$ cat config.mk
export PLATFORM = sky130hd
export DESIGN_NAME = hrf_route_filter
export DESIGN_NICKNAME = d
export VERILOG_FILES = /design/src/rtl/hrf_pkg.sv /design/src/rtl/hrf_port_table.sv /design/src/rtl/hrf_byte_parser.sv /design/src/rtl/hrf_verdict.sv /design/src/rtl/hrf_route_filter.sv
export SDC_FILE = /design/constraint.sdc
export NUM_CORES = 2
export LEC_CHECK = 0
export BUFFER_PORTS_ARGS = -buffer_cell sky130_fd_sc_hd__buf_4
export CAP_MARGIN = 20
export CORE_MARGIN = 2
export CORE_UTILIZATION = 55
export DETAILED_ROUTE_END_ITERATION = 10
export GPL_ROUTABILITY_DRIVEN = 1
export MAX_ROUTING_LAYER = met4
export PLACE_DENSITY_LB_ADDON = 0.15
export RECOVER_POWER = 25
export SYNTH_ARGS = -nofsm -noshare
export SYNTH_HDL_FRONTEND = slang
export SYNTH_SLANG_ARGS = --single-unit
$ cat constraint.sdc
create_clock -name clk_i -period 6.84 [get_ports clk_i]
set_clock_uncertainty 0.1 [all_clocks]
set_input_delay 1.026 -clock clk_i [delete_from_list [all_inputs] [get_ports clk_i]]
set_output_delay 1.026 -clock clk_i [all_outputs]
set_load 0.01 [all_outputs]
$ cat src/rtl/hrf_pkg.sv
package hrf_pkg;
  localparam int unsigned BYTE_W = 8;
  localparam int unsigned LEN_W  = 16;

  typedef enum logic [2:0] {
    ST_SRC,
    ST_DST,
    ST_LEN_HI,
    ST_LEN_LO,
    ST_BODY
  } parse_st_e;
endpackage

$ cat src/rtl/hrf_port_table.sv
module hrf_port_table #(
  parameter int unsigned NUM_PORTS = 4,
  parameter int unsigned IDX_W     = 8
) (
  input  logic                 clk_i,
  input  logic                 rst_ni,
  input  logic                 we_i,
  input  logic [IDX_W-1:0]     waddr_i,
  input  logic [NUM_PORTS-1:0] wdata_i,
  input  logic [IDX_W-1:0]     raddr_i,
  output logic [NUM_PORTS-1:0] rdata_o
);
  localparam int unsigned DEPTH = 1 << IDX_W;

  logic [NUM_PORTS-1:0] entry_q [DEPTH];

  always_ff @(posedge clk_i or negedge rst_ni) begin
    if (!rst_ni) begin
      for (int e = 0; e < DEPTH; e++) entry_q[e] <= '0;
    end else if (we_i) begin
      entry_q[waddr_i] <= wdata_i;
    end
  end

  assign rdata_o = entry_q[raddr_i];
endmodule

$ cat src/rtl/hrf_byte_parser.sv
module hrf_byte_parser
  import hrf_pkg::*;
(
  input  logic              clk_i,
  input  logic              rst_ni,
  input  logic              rx_valid_i,
  input  logic [BYTE_W-1:0] rx_byte_i,
  output logic [BYTE_W-1:0] src_o,
  output logic [BYTE_W-1:0] dst_o,
  output logic [LEN_W-1:0]  len_o,
  output logic              hdr_done_o
);
  parse_st_e          st_q, st_d;
  logic [BYTE_W-1:0]  src_q, dst_q, len_hi_q;
  logic [LEN_W-1:0]   body_cnt_q;
  logic [LEN_W-1:0]   len_full;

  assign len_full   = {len_hi_q, rx_byte_i};
  assign hdr_done_o = rx_valid_i && (st_q == ST_LEN_LO);

  always_comb begin
    st_d = st_q;
    if (rx_valid_i) begin
      unique case (st_q)
        ST_SRC:    st_d = ST_DST;
        ST_DST:    st_d = ST_LEN_HI;
        ST_LEN_HI: st_d = ST_LEN_LO;
        ST_LEN_LO: st_d = (len_full == '0) ? ST_SRC : ST_BODY;
        ST_BODY:   st_d = (body_cnt_q == LEN_W'(1)) ? ST_SRC : ST_BODY;
        default:   st_d = ST_SRC;
      endcase
    end
  end

  always_ff @(posedge clk_i or negedge rst_ni) begin
    if (!rst_ni) begin
      st_q       <= ST_SRC;
      src_q      <= '0;
      dst_q      <= '0;
      len_hi_q   <= '0;
      body_cnt_q <= '0;
    end else begin
      st_q <= st_d;
      if (rx_valid_i) begin
        unique case (st_q)
          ST_SRC:    src_q      <= rx_byte_i;
          ST_DST:    dst_q      <= rx_byte_i;
          ST_LEN_HI: len_hi_q   <= rx_byte_i;
          ST_LEN_LO: body_cnt_q <= len_full;
          ST_BODY:   body_cnt_q <= body_cnt_q - LEN_W'(1);
          default:   ;
        endcase
      end
    end
  end

  assign src_o = src_q;
  assign dst_o = dst_q;
  assign len_o = len_full;
endmodule

$ cat src/rtl/hrf_verdict.sv
module hrf_verdict #(
  parameter int unsigned NUM_PORTS = 4,
  parameter int unsigned LEN_W     = 16,
  parameter int unsigned LEN_MIN   = 4,
  parameter int unsigned LEN_MAX   = 2000
) (
  input  logic [LEN_W-1:0]     len_i,
  input  logic [NUM_PORTS-1:0] route_i,
  input  logic [NUM_PORTS-1:0] permit_i,
  output logic [NUM_PORTS-1:0] mask_o,
  output logic                 drop_o
);
  logic                 len_ok;
  logic [NUM_PORTS-1:0] allowed;

  assign len_ok = (len_i >= LEN_W'(LEN_MIN)) && (len_i <= LEN_W'(LEN_MAX));

  for (genvar p = 0; p < NUM_PORTS; p++) begin : g_port
    assign allowed[p] = route_i[p] & permit_i[p] & len_ok;
  end

  assign mask_o = allowed;
  assign drop_o = ~|allowed;
endmodule

$ cat src/rtl/hrf_route_filter.sv
module hrf_route_filter
  import hrf_pkg::*;
#(
  parameter int unsigned NUM_PORTS = 4,
  parameter int unsigned LEN_MIN   = 4,
  parameter int unsigned LEN_MAX   = 2000
) (
  input  logic                 clk_i,
  input  logic                 rst_ni,
  input  logic                 rx_valid_i,
  input  logic [7:0]           rx_byte_i,
  input  logic                 tbl_we_i,
  input  logic                 tbl_sel_i,
  input  logic [7:0]           tbl_addr_i,
  input  logic [NUM_PORTS-1:0] tbl_data_i,
  output logic                 hdr_valid_o,
  output logic [7:0]           hdr_src_o,
  output logic [7:0]           hdr_dst_o,
  output logic [15:0]          hdr_len_o,
  output logic [NUM_PORTS-1:0] port_mask_o,
  output logic                 drop_o
);
  logic [BYTE_W-1:0]    cur_src, cur_dst;
  logic [LEN_W-1:0]     cur_len;
  logic                 hdr_done;
  logic [NUM_PORTS-1:0] route_rd, permit_rd, fwd_mask;
  logic                 fwd_drop;

  hrf_byte_parser u_parser (
    .clk_i      (clk_i),
    .rst_ni     (rst_ni),
    .rx_valid_i (rx_valid_i),
    .rx_byte_i  (rx_byte_i),
    .src_o      (cur_src),
    .dst_o      (cur_dst),
    .len_o      (cur_len),
    .hdr_done_o (hdr_done)
  );

  hrf_port_table #(.NUM_PORTS(NUM_PORTS), .IDX_W(BYTE_W)) u_route_tbl (
    .clk_i   (clk_i),
    .rst_ni  (rst_ni),
    .we_i    (tbl_we_i & ~tbl_sel_i),
    .waddr_i (tbl_addr_i),
    .wdata_i (tbl_data_i),
    .raddr_i (cur_dst),
    .rdata_o (route_rd)
  );

  hrf_port_table #(.NUM_PORTS(NUM_PORTS), .IDX_W(BYTE_W)) u_permit_tbl (
    .clk_i   (clk_i),
    .rst_ni  (rst_ni),
    .we_i    (tbl_we_i & tbl_sel_i),
    .waddr_i (tbl_addr_i),
    .wdata_i (tbl_data_i),
    .raddr_i (cur_src),
    .rdata_o (permit_rd)
  );

  hrf_verdict #(
    .NUM_PORTS(NUM_PORTS), .LEN_W(LEN_W), .LEN_MIN(LEN_MIN), .LEN_MAX(LEN_MAX)
  ) u_verdict (
    .len_i    (cur_len),
    .route_i  (route_rd),
    .permit_i (permit_rd),
    .mask_o   (fwd_mask),
    .drop_o   (fwd_drop)
  );

  always_ff @(posedge clk_i or negedge rst_ni) begin
    if (!rst_ni) begin
      hdr_valid_o <= 1'b0;
      drop_o      <= 1'b0;
      hdr_src_o   <= '0;
      hdr_dst_o   <= '0;
      hdr_len_o   <= '0;
      port_mask_o <= '0;
    end else begin
      hdr_valid_o <= hdr_done;
      drop_o      <= hdr_done & fwd_drop;
      if (hdr_done) begin
        hdr_src_o   <= cur_src;
        hdr_dst_o   <= cur_dst;
        hdr_len_o   <= cur_len;
        port_mask_o <= fwd_mask;
      end
    end
  end
endmodule

After elaboration in Yosys (flattened, before gate mapping)
Cells that the tools add are included.

storage, ports and cells
  bits in read-only memories = 0
  memory bits (writable) = 0
  bits in latches = 0
  memories = 0
  register bits after elaboration = 2,129
  output and inout bits = 38
  word-level logic and storage cells = 576
  input bits = 25

operators by class
  bitwise operators = 15
  shift-type cells = 0
  divide/modulo/power cells = 0
  reduce and logical (&&, ||, !) cells = 12
  magnitude comparators = 6
  add/subtract/negate cells = 1
  multipliers = 0
  multiplexer cells = 14
  equal/unequal tests = 5

operators by type and width
  operator                                                            number
  bitwise mux 1024 bit                                                2
  binary-select mux 4 bit (select 8 bit)                              2
  demux 4 bit (select 8 bit)                                          1
  one-hot mux 16 bit (2 select lines)                                 1
  greater-or-equal comparator 9 bit, second input constant            3
  inverter 8 -> 9 bit                                                 3
  two-way mux 4 bit                                                   5
  equality test 16 x 1 -> 1 bit, second input constant                1
  greater-or-equal comparator 16 x 3 -> 1 bit, second input constant  1
  <= comparator 16 x 11 -> 1 bit, second input constant               1
  zero test 16 bit                                                    1
  subtractor 16 x 1 -> 16 bit, second input constant                  1
  one-hot mux 3 bit (5 select lines)                                  1
  AND 1 bit                                                           11
  less-than comparator 9 x 1 -> 1 bit, second input constant          1
  AND reduction 2 bit                                                 4
  equality test 3 x 2 -> 1 bit, second input constant                 2
  two-way mux 3 bit                                                   2
  OR reduction 4 bit                                                  1
  equality test 3 x 1 -> 1 bit, second input constant                 1
  equality test 3 bit, second input constant                          1
  logical AND 1 bit                                                   3
  zero test 3 bit                                                     1
  nonzero test 2 bit                                                  1
  other kinds (2)                                                     2

Depth between registers and ports, before layout
  depth after elaboration = 9
  depth in mapped cells = 15
  gate-level depth less buffers = 9

Modules after synthesis
A second synthesis with hierarchy kept.

unflattened totals
  cells, all modules = 6,979
  area, all modules = 99,290.2 sq um

modules (own cells, without submodules)
  module            cells each  times used  sequential area each (sq um)  area each (sq um)
  hrf_port_table    3,333       2           25,624.6                      47,660.7
  hrf_byte_parser   209         1           1,076.0                       2,288.4
  hrf_route_filter  81          1           950.9                         1,555.2
  hrf_verdict       23          1           0.0                           125.1

Worst setup path after synthesis
OpenSTA, ideal clock, no wires.

  path type = input -> register
  start point = input port tbl_addr_i[5]
  end point = register u_route_tbl.entry_q[112] (netlist bit)
  arrival time = 2.935 ns
  required time = 6.615 ns
  path slack = 3.680 ns
  library setup time = 0.125 ns
  stages = 8
  buffers on the path = 3
  cells stage by stage = clkbuf_1 -> nor2b_1 -> nand3_1 -> or2_2 -> clkbuf_1 -> clkbuf_1 -> nor2_1 -> mux2_2

between the ends
  longest elaborated chain between the ends = 6
  elaborated cells on any way between the ends = 7
  classes of those cells = order compare (2); mux (3); bitwise (1); reduce/logical (1)

RTL lines
  item                                                                                                                   line                    source
  start, declared                                                                                                        hrf_route_filter.sv:14  input logic [7:0] tbl_addr_i,
  inverter 8 -> 9 bit (not written as such) *                                                                            hrf_port_table.sv:21    entry_q[waddr_i] <= wdata_i;
  greater-or-equal comparator 9 bit (not written as such) / less-than comparator 9 x 1 -> 1 bit (equally long branches)  hrf_port_table.sv:21
  logical AND 1 bit (not written as such)                                                                                hrf_port_table.sv:21
  two-way mux 4 bit (not written as such)                                                                                hrf_port_table.sv:21
  demux 4 bit (select 8 bit) *                                                                                           hrf_port_table.sv:21
  bitwise mux 1024 bit *                                                                                                 hrf_port_table.sv:21
  end signal, assigned by index                                                                                          hrf_port_table.sv:21
  end, declared                                                                                                          hrf_port_table.sv:15    logic [NUM_PORTS-1:0] entry_q [DEPTH];

Every way passes the cells marked *; elsewhere a longest branch is shown, timed or not.
A chain may end at the register's enable or synchronous reset.

Worst setup path after layout
  start point = register u_parser.dst_q[2] (netlist: u_parser.dst_o[2])
  end point = register port_mask_o[0]

between the ends
  longest elaborated chain between the ends = 6

RTL lines
  item                                                   line                    source
  start, declared                                        hrf_byte_parser.sv:14   logic [BYTE_W-1:0] src_q, dst_q, len_hi_q;
  start signal, assigned                                 hrf_byte_parser.sv:47   ST_DST: dst_q <= rx_byte_i;
  inverter 8 -> 9 bit (not written as such)              hrf_port_table.sv:25    assign rdata_o = entry_q[raddr_i];
  binary-select mux 4 bit (select 8 bit)                 hrf_port_table.sv:25
  two-way mux 4 bit (not written as such) (2 in series)  hrf_port_table.sv:25
  AND 1 bit (2 in series)                                hrf_verdict.sv:19       assign allowed[p] = route_i[p] & permit_i[p] & len_ok;
  end signal, assigned                                   hrf_route_filter.sv:85  port_mask_o <= fwd_mask;
  end, declared                                          hrf_route_filter.sv:20  output logic [NUM_PORTS-1:0] port_mask_o,

No other way between the ends. The select of a mux whose other input is x is not followed.

==> results by group <==
GRT
  • Antenna violations before repair: 7
  • Largest net degree at the start of global routing: 210
  • Wire length of the first global-routing pass: about 410 mm
  • Vias in the first global route: 62,240
  • GR Overflow Total: 0
  • Gr usage total: 30.71%

Synth
  • Warnings, synthesis: 0
  • Cells after Synth: 7,009
  • Top cell type by total area after synthesis: dfrtp_1
  • Synth top area share: 53.95%
  • Post-synthesis net count: 7,036
  • Yosys reg bits: 2,129
  • Top FF cell, synth: dfrtp_1
  • Top post-synthesis cells by area: dfrtp_1 54%, mux2_2 24%, mux4_2 7.5%
  • Asr flop ratio synth: 100.0%
  • Mean post-synth cell area: 14.09 sq um
  • Synthesized area: 0.09876 sq mm
  • Number of synthesized flops with an enable pin: 0
  • Yosys cell types: 66
  • Seq/Total Area, Yosys: 53.95%

Die
  • Die area: 0.1830 sq mm
  • Initial Util: 55.35%
  • Die H: 427.7 microns
  • Ports: 63
  • Core area: around 0.18 sq mm
  • FP Rows: 155
  • Die W: 427.7 microns

Layout
  • Post-route core utilization: a little over 60%
  • Leading cell type in the layout, fill and taps excluded: dfrtp_1
  • Layout Nets: ~7,000
  • Synth-to-Final Area Change: 10.16%
  • Share of cells above drive strength 1: between 40% and 50%
  • Commonest cells after routing, fill and taps aside: 2,122 x dfrtp_1, 2,068 x mux2_2, 462 x nor2_1

Critical path
  • Crit-path max FO: 38
  • CP Launch Type: flop
  • Critical Path RT: 7530 ps
  • CP arrival: 5790 ps
  • Crit Path Category: reg2reg
  • Crit. End Element: flop

Clock network
  • Clock Latency Late Sink: between 800 and 900 ps
  • Depth of the CTS H-tree: 4
  • Cts repair resizes: 0
  • CTS buffer count: 215
  • Postcts setup bufs: 0
  • Max clock buf depth: 3
  • CTS Sinks: 2,129
  • Clock Tree Root: clkbuf_16
  • CTS clk-pin slew, worst paths: about 60 ps
  • CTS tree: built
  • Cts hold-fix bufs: 0

Drt
  • Final WL: about 270 mm
  • Vias: 60,660
  • DR WL/cell: 28.63 microns
  • DR pass1 iterations: 6
  • Via density: approximately 6.4
  • Antenna Nets Post-Route: 0
  • Initial DRC count: 5,337
  • DRC: 0

Min path
  • Hold WC Path Type: in2reg

Pwr
  • Leak pwr: 0.05156 uW
  • Worst IR drop on VDD: between 0.3 and 0.4 mV
  • Pwr per Cell Area: 317.1 mW/mm^2

STA
  • Worst slew pin tran: 3790 ps
  • Final period util: 74.48%
  • Min cycle time layout: between 5000 and 6000 ps
  • Final hold vios: 0
  • Fin. max-slew vios: roughly 310
  • F_max: 196.3 MHz
  • # setup viols final: 0
  • Relative slew slack: -152.6%
  • Final worst slack: 1746 ps
  • Setup TNS: 0 ps
  • RSZ-0062 raised after global routing: no

Place
  • Final RePlAce weighted congestion: 0.8814
  • Hpwl dp: between 150 and 200 mm
  • Port Buffers: 62
  • Pre-CTS setup slack: roughly 1800 ps

Status
  • Violations in the final reports: capacitance limit, slew limit
  • Status: complete, but fails checks

Run
  • Max-Cap Viols: 6
==> kinds of logic after synthesis <==
kind of cell,synth area share [%]
buffers and inverters,2.644
adder cells (fa/ha/maj),0.02533
flip-flops,53.95
AND/OR/NAND/NOR,4.191
multiplexers,35.38
AO/OA/AOI/OAI,3.815
==> report_power, final <==
| group | total [uW] | switching (uW) | leakage [uW] | internal [uW] |
|---|---|---|---|---|
| logic | 8230 | 5290 | 0.0184 | 2950 |
| clock network | 12500 | 5040 | 0.00372 | 7410 |
| registers | 13800 | 663 | 0.0294 | 13100 |
==> worst max-delay path, stage by stage (launching register included) <==
cell	delay, ps
dfrtp_2	930
nand2b_2	630
buf_4	500
o221ai_1	380
nand2_1	100
a311oi_1	660
o21ai_0	160
or3_1	420
o22ai_1	630
a2bb2oi_2	240
mux2_2	170
==> metrics by stage <==
| stage | total power (uW) | hold WS [ps] | cell area (sq um) | instances |
|---|---|---|---|---|
| 3_3_place_gp | 22110 | 360.9 | 101200 | 9031 |
| 2_1_floorplan | 19260 | 348.5 | 98760 | 7009 |
| 4_1_cts | 34620 | 60.58 | 108800 | 9429 |
| 6_report | 34490 | 349.2 | 108800 | 9437 |
| 5_1_grt | 35660 | 326.7 | 108800 | 9436 |
| 3_5_place_dp | 22190 | 363.7 | 101300 | 9036 |
==> per-layer routing <==
metal,up-vias,track usage (%),share of wire [%]
met5,-,-,0
met1,32670,41.69,43
li1,25670,-,-
met4,0,10.06,3.5
met3,505,4.816,5.5
met2,1814,47.69,48
==> sequential cells by signal, summed over array words and instances (netlist names) <==
name                  flops
u_parser.body_cnt_q      16
u_route_tbl.entry_q    1024
hdr_len_o                16
hdr_dst_o                 8
drop_o                    1
hdr_src_o                 8
u_parser.st_q             3
u_permit_tbl.entry_q   1024
hdr_valid_o               1
u_parser.src_o            8
u_parser.dst_o            8
u_parser.len_hi_q         8
port_mask_o               4
==> synth_stat cells (5+ instances only) <==
cell type	number
o21ai_0	109
and2_1	5
nand2b_1	13
a22oi_1	27
buf_12	5
nor3_1	59
buf_1	33
mux4_2	327
clkbuf_1	390
a21oi_1	101
nand3_1	40
buf_6	32
o22ai_1	81
mux4_1	23
or3_1	13
o211ai_1	8
o221ai_1	171
dfrtp_1	2129
inv_1	9
or2_2	19
nand2_1	316
buf_2	30
nand4_1	19
a2111oi_0	5
mux2_2	2068
buf_4	40
a31oi_1	11
and3_1	6
nor2b_1	13
mux2i_1	368
nor2_1	465
nor4_1	11
==> area by class of cell <==
cell class                 instances  area [sq um]
fill                           13710         69630
timing repair buffer             209          1998
clock buffer                     321          6513
sequential                      2129         53300
inverter                          14         53.80
tap                             2355          2947
antenna                            7         17.52
clock inverter                    72          1005
multi-input combinational       4330         42960
==> final timing paths <==
kind                              startpoint                  endpoint  slack (ps)  cells after the start
setup / recovery           u_parser.dst_o[2]            port_mask_o[0]        1750                     10
hold / removal                    rx_valid_i          u_parser.st_q[1]         350                      2
setup reg to reg           u_parser.dst_o[2]            port_mask_o[0]        1750                     10
hold reg to reg                 hdr_len_o[1]              hdr_len_o[1]         380                      2
max in group asynchronous             rst_ni  u_route_tbl.entry_q[558]        1780                      2
min in group asynchronous             rst_ni   u_route_tbl.entry_q[14]        1350                      1
(Power assumes the default switching activity.)
